[config.mk]
export PLATFORM = sky130hd
export DESIGN_NAME = jtag_scan_seq
export DESIGN_NICKNAME = d
export VERILOG_FILES = /design/src/rtl/jscan_pkg.sv /design/src/rtl/jscan_tckgen.sv /design/src/rtl/jscan_shifter.sv /design/src/rtl/jscan_stepper.sv /design/src/rtl/jtag_scan_seq.sv
export SDC_FILE = /design/constraint.sdc
export NUM_CORES = 1
export LEC_CHECK = 0
export BUFFER_PORTS_ARGS = -buffer_cell sky130_fd_sc_hd__buf_2
export CORE_ASPECT_RATIO = 1.25
export CORE_MARGIN = 8
export CORE_UTILIZATION = 45
export DETAILED_ROUTE_END_ITERATION = 10
export GPL_TIMING_DRIVEN = 0
export PLACE_DENSITY = 0.75
export SLEW_MARGIN = 20
export SYNTH_ARGS = -nofsm -noshare
export SYNTH_HDL_FRONTEND = slang
export SYNTH_SLANG_ARGS = --single-unit
[constraint.sdc]
create_clock -name clk -period 4.03 [get_ports clk]
set_input_delay 0 -clock clk [delete_from_list [all_inputs] [get_ports clk]]
set_output_delay 0 -clock clk [all_outputs]
set_load 0.03 [all_outputs]
[src/rtl/jscan_pkg.sv]
package jscan_pkg;

    typedef enum logic [1:0] {
        CMD_RESET = 2'd0,
        CMD_IR    = 2'd1,
        CMD_DR    = 2'd2,
        CMD_NONE  = 2'd3
    } cmd_kind_e;

    typedef enum logic [2:0] {
        PH_IDLE,
        PH_RST,
        PH_PRE,
        PH_SHIFT,
        PH_POST,
        PH_DONE
    } phase_e;

    localparam int RESET_STEPS = 7;
    localparam int POST_STEPS  = 2;

    // TMS entry path, bit 0 is driven first
    typedef struct packed {
        logic [4:0] bits;
        logic [2:0] len;
    } tms_path_t;

    function automatic tms_path_t entry_path(input logic is_ir, input logic from_tlr);
        tms_path_t p;
        unique case ({is_ir, from_tlr})
            2'b11:   p = '{bits: 5'b00110, len: 3'd5};
            2'b10:   p = '{bits: 5'b00011, len: 3'd4};
            2'b01:   p = '{bits: 5'b00010, len: 3'd4};
            default: p = '{bits: 5'b00001, len: 3'd3};
        endcase
        return p;
    endfunction

endpackage

[src/rtl/jscan_tckgen.sv]
module jscan_tckgen #(
    parameter int DIV = 1
) (
    input  logic clk,
    input  logic rst,
    input  logic run,
    output logic tck,
    output logic rise_evt,
    output logic fall_evt
);
    localparam int CW = (DIV > 0) ? $clog2(DIV + 1) : 1;

    logic [CW-1:0] div_cnt;
    logic          tck_q;
    logic          term;

    assign term = (div_cnt == CW'(DIV));

    always_ff @(posedge clk) begin
        if (rst || !run) begin
            div_cnt <= '0;
            tck_q   <= 1'b0;
        end else if (term) begin
            div_cnt <= '0;
            tck_q   <= ~tck_q;
        end else begin
            div_cnt <= div_cnt + CW'(1);
        end
    end

    assign tck      = tck_q;
    assign rise_evt = run && term && !tck_q;
    assign fall_evt = run && term && tck_q;

endmodule

[src/rtl/jscan_shifter.sv]
module jscan_shifter #(
    parameter int W     = 32,
    parameter int IDX_W = 5
) (
    input  logic             clk,
    input  logic             rst,
    input  logic             load,
    input  logic [W-1:0]     load_data,
    input  logic             advance,
    input  logic             capture,
    input  logic [IDX_W-1:0] cap_idx,
    input  logic             tdo,
    output logic             tx_bit,
    output logic [W-1:0]     rx_data
);
    logic [W-1:0] tx_q;
    logic [W-1:0] rx_q;

    always_ff @(posedge clk) begin
        if (rst) begin
            tx_q <= '0;
        end else if (load) begin
            tx_q <= load_data;
        end else if (advance) begin
            tx_q <= tx_q >> 1;
        end
    end

    for (genvar i = 0; i < W; i++) begin : g_cap
        always_ff @(posedge clk) begin
            if (rst || load) begin
                rx_q[i] <= 1'b0;
            end else if (capture && (cap_idx == IDX_W'(i))) begin
                rx_q[i] <= tdo;
            end
        end
    end

    assign tx_bit  = tx_q[0];
    assign rx_data = rx_q;

endmodule

[src/rtl/jscan_stepper.sv]
module jscan_stepper
    import jscan_pkg::*;
#(
    parameter int MAX_BITS = 32,
    parameter int LEN_W    = 6,
    parameter int IDX_W    = 5
) (
    input  logic             clk,
    input  logic             rst,
    input  logic             cmd_valid,
    input  logic [1:0]       cmd_kind,
    input  logic [LEN_W-1:0] cmd_len,
    input  logic             rise_evt,
    input  logic             fall_evt,
    input  logic             tx_bit,
    output logic             run,
    output logic             busy,
    output logic             done,
    output logic             tms,
    output logic             tdi,
    output logic             load,
    output logic             step_shift,
    output logic             step_capture,
    output logic [IDX_W-1:0] bit_idx
);
    localparam int CNT_W = (LEN_W > 3) ? LEN_W : 4;

    phase_e          phase;
    logic [CNT_W-1:0] cnt;
    logic [LEN_W-1:0] len_q;
    logic [LEN_W-1:0] eff_len;
    tms_path_t        path;
    logic             at_tlr;
    logic             last_step;
    logic             accept;
    cmd_kind_e        kind;

    assign kind   = cmd_kind_e'(cmd_kind);
    assign accept = (phase == PH_IDLE) && cmd_valid && (kind != CMD_NONE);

    always_comb begin
        if (cmd_len == '0) begin
            eff_len = LEN_W'(1);
        end else if (cmd_len > LEN_W'(MAX_BITS)) begin
            eff_len = LEN_W'(MAX_BITS);
        end else begin
            eff_len = cmd_len;
        end
    end

    always_comb begin
        unique case (phase)
            PH_RST:   last_step = (cnt == CNT_W'(RESET_STEPS - 1));
            PH_PRE:   last_step = (cnt == CNT_W'(path.len) - CNT_W'(1));
            PH_SHIFT: last_step = (cnt == CNT_W'(len_q) - CNT_W'(1));
            PH_POST:  last_step = (cnt == CNT_W'(POST_STEPS - 1));
            default:  last_step = 1'b0;
        endcase
    end

    always_ff @(posedge clk) begin
        if (rst) begin
            phase  <= PH_IDLE;
            cnt    <= '0;
            len_q  <= LEN_W'(1);
            path   <= '0;
            at_tlr <= 1'b1;
        end else begin
            unique case (phase)
                PH_IDLE: begin
                    if (accept) begin
                        cnt <= '0;
                        if (kind == CMD_RESET) begin
                            phase <= PH_RST;
                        end else begin
                            phase <= PH_PRE;
                            path  <= entry_path(kind == CMD_IR, at_tlr);
                            len_q <= eff_len;
                        end
                    end
                end
                PH_DONE: phase <= PH_IDLE;
                default: begin
                    if (fall_evt) begin
                        if (!last_step) begin
                            cnt <= cnt + CNT_W'(1);
                        end else begin
                            cnt <= '0;
                            unique case (phase)
                                PH_RST: begin
                                    phase  <= PH_DONE;
                                    at_tlr <= 1'b1;
                                end
                                PH_PRE:   phase <= PH_SHIFT;
                                PH_SHIFT: phase <= PH_POST;
                                default: begin
                                    phase  <= PH_DONE;
                                    at_tlr <= 1'b0;
                                end
                            endcase
                        end
                    end
                end
            endcase
        end
    end

    always_comb begin
        unique case (phase)
            PH_RST:   tms = 1'b1;
            PH_PRE:   tms = path.bits[cnt[2:0]];
            PH_SHIFT: tms = last_step;
            PH_POST:  tms = (cnt == '0);
            default:  tms = 1'b0;
        endcase
    end

    assign tdi          = (phase == PH_SHIFT) ? tx_bit : 1'b0;
    assign run          = (phase != PH_IDLE) && (phase != PH_DONE);
    assign busy         = (phase != PH_IDLE);
    assign done         = (phase == PH_DONE);
    assign load         = accept;
    assign step_shift   = fall_evt && (phase == PH_SHIFT);
    assign step_capture = rise_evt && (phase == PH_SHIFT);
    assign bit_idx      = cnt[IDX_W-1:0];

endmodule

[src/rtl/jtag_scan_seq.sv]
module jtag_scan_seq #(
    parameter int MAX_BITS = 32,
    parameter int TCK_DIV  = 1,
    localparam int LEN_W   = $clog2(MAX_BITS) + 1
) (
    input  logic                clk,
    input  logic                rst,
    input  logic                cmd_valid,
    input  logic [1:0]          cmd_kind,
    input  logic [LEN_W-1:0]    cmd_len,
    input  logic [MAX_BITS-1:0] cmd_data,
    output logic                busy,
    output logic                done,
    output logic [MAX_BITS-1:0] rdata,
    output logic                tck,
    output logic                tms,
    output logic                tdi,
    input  logic                tdo
);
    localparam int IDX_W = (MAX_BITS > 1) ? $clog2(MAX_BITS) : 1;

    logic             run;
    logic             rise_evt;
    logic             fall_evt;
    logic             load;
    logic             step_shift;
    logic             step_capture;
    logic             tx_bit;
    logic [IDX_W-1:0] bit_idx;

    jscan_tckgen #(.DIV(TCK_DIV)) u_tck (
        .clk      (clk),
        .rst      (rst),
        .run      (run),
        .tck      (tck),
        .rise_evt (rise_evt),
        .fall_evt (fall_evt)
    );

    jscan_stepper #(.MAX_BITS(MAX_BITS), .LEN_W(LEN_W), .IDX_W(IDX_W)) u_step (
        .clk          (clk),
        .rst          (rst),
        .cmd_valid    (cmd_valid),
        .cmd_kind     (cmd_kind),
        .cmd_len      (cmd_len),
        .rise_evt     (rise_evt),
        .fall_evt     (fall_evt),
        .tx_bit       (tx_bit),
        .run          (run),
        .busy         (busy),
        .done         (done),
        .tms          (tms),
        .tdi          (tdi),
        .load         (load),
        .step_shift   (step_shift),
        .step_capture (step_capture),
        .bit_idx      (bit_idx)
    );

    jscan_shifter #(.W(MAX_BITS), .IDX_W(IDX_W)) u_shift (
        .clk       (clk),
        .rst       (rst),
        .load      (load),
        .load_data (cmd_data),
        .advance   (step_shift),
        .capture   (step_capture),
        .cap_idx   (bit_idx),
        .tdo       (tdo),
        .tx_bit    (tx_bit),
        .rx_data   (rdata)
    );

endmodule

==> impl_table.tex <==
\begin{tabular}{lr}
\hline
Metric & Value \\
\hline
\multicolumn{2}{l}{\textbf{Synthesis}} \\
\quad Fraction of registers with async set or reset after synthesis & 0\% \\
\quad Cells after Synth & 517 \\
\quad Most used DFF post-synth & sky130\_fd\_sc\_hd\_\_dfxtp\_1 \\
\quad Synthesized flop and latch total & 87 \\
\quad Mapped Nets & 572 \\
\quad Number of synthesis warnings & 0 \\
\quad Synth unique cells & 63 \\
\quad Synth Area in Compound Gates & 17.5\% \\
\quad Part of the Yosys area used for sequential elements & 40.6\% \\
\quad Summed instance area of the synthesized netlist & 0.00429 mm² \\
\quad Post-synthesis area per instance & 8.31 µm² \\
\quad Multiplexer area fraction after synthesis & 4.90\% \\
\quad Simple logic cell fraction of the synthesized area & 25.9\% \\
\quad Post-Synth XOR/XNOR Area & 2.04\% \\
\quad Combinational family with the most area after synthesis & simple AND/OR/NAND/NOR gates \\
\quad Number of synthesized flops with an enable pin & 0 \\
\quad Arithmetic-cell share of the synthesized area counting full adders, half adders and majority gates & 3.21\% \\
\multicolumn{2}{l}{\textbf{Route}} \\
\quad Routed length per instance & 15.3 µm \\
\quad Residual DRC count & 0 \\
\quad Ratio of routed vias to standard cells & 5.52 \\
\quad DR pass1 iterations & 4 \\
\quad Number of DRC markers after the initial detailed-route iteration & 241 \\
\quad Via total after detailed routing & 4177 \\
\quad Post-detailed-route count of antenna-violating nets & 0 \\
\quad Detailed-route wire length & 11500 µm \\
\multicolumn{2}{l}{\textbf{Pwr}} \\
\quad Static leakage power & 0.00222 µW \\
\quad Total Power Consumption & 2130 µW \\
\quad Pwr Density & 397 mW/mm² \\
\quad IR Drop Worst-Case VDD & 0.229 mV \\
\multicolumn{2}{l}{\textbf{Floorplanning}} \\
\quad Area of the die & 0.0129 mm² \\
\quad Die height & 125 µm \\
\quad Placeable core area & 0.00946 mm² \\
\quad Initial Utilization & 45.4\% \\
\quad Boundary Pins & 81 \\
\quad Die W & 103 µm \\
\quad FP Rows & 40 \\
\multicolumn{2}{l}{\textbf{Place}} \\
\quad Port-buffer cells & 79 \\
\quad Instance count after placement with tap cells included & 722 \\
\quad DP HPWL & 8550 µm \\
\quad Global placer's final weighted congestion & 0.922 \\
\multicolumn{2}{l}{\textbf{Final layout}} \\
\quad Share of final-layout standard cells stronger than drive strength 1 & 18.9\% \\
\quad Count of antenna diodes in the layout & 0 \\
\quad Fill cell total of the finished layout & 865 \\
\quad Layout overhead on the synthesized area & 24.9\% \\
\quad Final-stage net count & 681 \\
\quad Final Instance Count excl. Fillers & 757 \\
\multicolumn{2}{l}{\textbf{STA}} \\
\quad Remaining max-slew budget at the tightest pin & 54.7\% \\
\quad Worst-Margin Slew & 0.678 ns \\
\quad Share of the clock period used by the worst path after layout & 72.6\% \\
\quad Peak Freq & 0.342 GHz \\
\quad Min cycle time layout & 2.93 ns \\
\quad Final hold violation count & 0 \\
\quad Endpoints failing setup & 0 \\
\quad Final-layout setup total negative slack & 0 ns \\
\quad Clock skew after layout & 0.00620 ns \\
\quad Setup repair after global routing missed its margin & false \\
\quad Final max-slew violation count & 0 \\
\multicolumn{2}{l}{\textbf{Clock network}} \\
\quad Bufs on Longest Clock Path & 2 \\
\quad Clock Root Buffer & sky130\_fd\_sc\_hd\_\_clkbuf\_16 \\
\quad H-Tree Depth & 3 \\
\quad Clock slew at reported path FFs & 0.06 ns \\
\quad Clock tree from TritonCTS & yes \\
\quad Insertion delay of the later-clocked pin in the worst-skew pair & 0.34 ns \\
\quad CTS buffer count & 9 \\
\quad Sink count of the clock tree & 87 \\
\multicolumn{2}{l}{\textbf{Job}} \\
\quad Number of maximum-capacitance violations & 0 \\
\multicolumn{2}{l}{\textbf{Global route}} \\
\quad First-pass GRT wire length & 18700 µm \\
\quad Initial antenna violation count & 0 \\
\quad Number of global-route vias before repair & 4065 \\
\quad Largest net degree at the start of global routing & 15 \\
\quad Final global-route overflow total & 0 \\
\quad Total GRT Usage & 17.9\% \\
\multicolumn{2}{l}{\textbf{Setup path}} \\
\quad Cells along the critical path & inv\_1, ha\_1, nor3b\_2, mux2i\_1, a2111o\_1, a22oi\_2, nand3\_4, a21boi\_0, a311o\_1, buf\_2 \\
\quad CP delay by family, top & compound AO/OA/AOI/OAI gates \\
\quad Slowest library cell on the worst path & sky130\_fd\_sc\_hd\_\_a2111o\_1 \\
\quad Required time of the critical path & 4.03 ns \\
\quad Biggest cell delay along the critical path & 0.43 ns \\
\quad Category of the worst setup path capture point & output pin \\
\quad Maximum net fanout on the critical path & 9 \\
\quad Crit path buffers/inverters & 2 \\
\quad Startpoint-to-endpoint class of the critical path & reg -> out \\
\quad Critical Path AT & 2.93 ns \\
\quad Worst setup SP type & register \\
\multicolumn{2}{l}{\textbf{Min path}} \\
\quad Hold Crit Class & in -> reg \\
\multicolumn{2}{l}{\textbf{Status}} \\
\quad Outcome & complete, no violations \\
\hline
\end{tabular}
tightest hold or removal path, cell delays in order:
cell,delay [ns]
sky130_fd_sc_hd__buf_2,0.08
sky130_fd_sc_hd__o22ai_1,0.07
sky130_fd_sc_hd__nor3_1,0.14
metrics by stage:
| step | utilization [%] | setup WS [ns] | hold slack, ns | cell area (µm²) |
|---|---|---|---|---|
| detailed placement | 51.2 | 1.42 | 0.235 | 4850 |
| global route | 56.7 | 0.856 | 0.0180 | 5360 |
| global placement | 51.2 | 1.48 | 0.231 | 4850 |
| finish | 56.7 | 1.10 | 0.00118 | 5360 |
| floorplan | - | 1.81 | 0.144 | 4290 |
| CTS | 56.7 | 1.12 | 0.000247 | 5360 |
Yosys cell counts, types with 2 or more instances:
cell	n	share of area, %
sky130_fd_sc_hd__nor3_1	22	2.6
sky130_fd_sc_hd__clkbuf_1	30	2.6
sky130_fd_sc_hd__a22oi_1	16	2.8
sky130_fd_sc_hd__nand4b_1	2	0.41
sky130_fd_sc_hd__and2_1	3	0.44
sky130_fd_sc_hd__o21ai_0	17	2.0
sky130_fd_sc_hd__inv_1	16	1.4
sky130_fd_sc_hd__a31oi_1	3	0.44
sky130_fd_sc_hd__or3_4	2	0.52
sky130_fd_sc_hd__a21oi_1	49	5.7
sky130_fd_sc_hd__nor4_1	3	0.44
sky130_fd_sc_hd__xnor2_1	4	0.82
sky130_fd_sc_hd__nand2_1	46	4.0
sky130_fd_sc_hd__nand3b_1	4	0.70
sky130_fd_sc_hd__nand2b_1	3	0.44
sky130_fd_sc_hd__nor3b_1	7	1.2
sky130_fd_sc_hd__clkbuf_8	4	1.3
sky130_fd_sc_hd__mux2i_1	21	4.9
sky130_fd_sc_hd__o22ai_1	16	2.3
sky130_fd_sc_hd__nand3_1	21	2.4
sky130_fd_sc_hd__and3_1	3	0.44
sky130_fd_sc_hd__xor2_1	6	1.2
sky130_fd_sc_hd__buf_2	2	0.23
sky130_fd_sc_hd__ha_1	11	3.2
sky130_fd_sc_hd__nor2_1	63	5.5
sky130_fd_sc_hd__nand4_1	18	2.6
sky130_fd_sc_hd__nor3b_2	2	0.58
sky130_fd_sc_hd__dfxtp_1	87	41
sky130_fd_sc_hd__or2_2	2	0.29
where the power goes:
part           internal, µW  switching [µW]
Clock                   564             334
Sequential              901            28.7
Combinational           125             175
Total                  1590             538
cell families after synthesis:
group | after synthesis
AOI/OAI and AO/OA | 120
xor gates and xnor gates | 10
adders and majority gates | 11
buffers and inverters | 54
DFF | 87
muxes | 21
and+or+nand+nor | 214
final cells by class:
class	count	area (µm²)	share of cell area (%)
Multi-Input combinational cell	376	2300	42.9
Sequential cell	87	1740	32.5
Timing Repair Buffer	98	586	10.9
Clock buffer	12	246	4.60
Buffer	38	194	3.62
Tap cell	126	158	2.94
Clock inverter	4	77.6	1.45
Inverter	16	60.1	1.12
flip-flops by register name, summed over array words and instances, names as in the netlist:
name,count
u_step.path,5
u_step.cnt,6
u_step.at_tlr,1
u_shift.rx_data,32
u_tck.tck,1
u_tck.div_cnt,1
u_step.len_q,6
u_shift.tx_q,32
u_step.phase,3
metal layers:
metal	GRT usage [%]	vias to the layer above	routed length, µm
li1	-	2061	-
met1	20.3	1956	4790
met2	30.0	137	5620
met3	5.05	23	830
met4	7.77	0	306
met5	0	-	0
layout by cell type, fill, tap and decap left out, types with 2 or more instances in the layout:
| cell type | synthesis | layout |
|---|---|---|
| sky130_fd_sc_hd__and3_1 | 3 | 3 |
| sky130_fd_sc_hd__nor3_1 | 22 | 22 |
| sky130_fd_sc_hd__nand4b_1 | 2 | 2 |
| sky130_fd_sc_hd__nand3b_1 | 4 | 4 |
| sky130_fd_sc_hd__a22oi_1 | 16 | 16 |
| sky130_fd_sc_hd__or3_4 | 2 | 2 |
| sky130_fd_sc_hd__xnor2_1 | 4 | 4 |
| sky130_fd_sc_hd__nand3_1 | 21 | 21 |
| sky130_fd_sc_hd__nor2_1 | 63 | 63 |
| sky130_fd_sc_hd__nor3b_1 | 7 | 7 |
| sky130_fd_sc_hd__mux2i_1 | 21 | 21 |
| sky130_fd_sc_hd__ha_1 | 11 | 11 |
| sky130_fd_sc_hd__dfxtp_1 | 87 | 87 |
| sky130_fd_sc_hd__inv_1 | 16 | 16 |
| sky130_fd_sc_hd__or2_2 | 2 | 2 |
| sky130_fd_sc_hd__clkbuf_16 | 0 | 9 |
| sky130_fd_sc_hd__a31oi_1 | 3 | 3 |
| sky130_fd_sc_hd__bufinv_16 | 0 | 2 |
| sky130_fd_sc_hd__clkbuf_8 | 4 | 5 |
| sky130_fd_sc_hd__clkbuf_1 | 30 | 32 |
| sky130_fd_sc_hd__nand2b_1 | 3 | 3 |
| sky130_fd_sc_hd__a21oi_1 | 49 | 49 |
| sky130_fd_sc_hd__nor3b_2 | 2 | 2 |
| sky130_fd_sc_hd__dlygate4sd3_1 | 0 | 19 |
| sky130_fd_sc_hd__nand2_1 | 46 | 46 |
| sky130_fd_sc_hd__buf_2 | 2 | 81 |
| sky130_fd_sc_hd__o22ai_1 | 16 | 16 |
| sky130_fd_sc_hd__nand4_1 | 18 | 18 |
| sky130_fd_sc_hd__nor4_1 | 3 | 3 |
| sky130_fd_sc_hd__xor2_1 | 6 | 6 |
| sky130_fd_sc_hd__and2_1 | 3 | 3 |
| sky130_fd_sc_hd__o21ai_0 | 17 | 17 |
final timing paths:
path | startpoint | end | slack (ns) | depth (start not counted)
hold / removal | cmd_data[4] | u_shift.tx_q[4] | 0.001 | 3
hold reg to reg | u_shift.tx_q[0] | u_shift.tx_q[0] | 0.45 | 2
setup / recovery | u_step.len_q[0] | tms | 1.10 | 10
setup reg to reg | u_step.phase[0] | u_shift.rx_data[9] | 1.40 | 8
timing repair:
action,CTS,global route
resized for setup,0,0
endpoints found under the hold margin,22,0
hold buffers,19,0
setup buffers,0,0
Note: power is estimated with default switching activity, not from simulation.
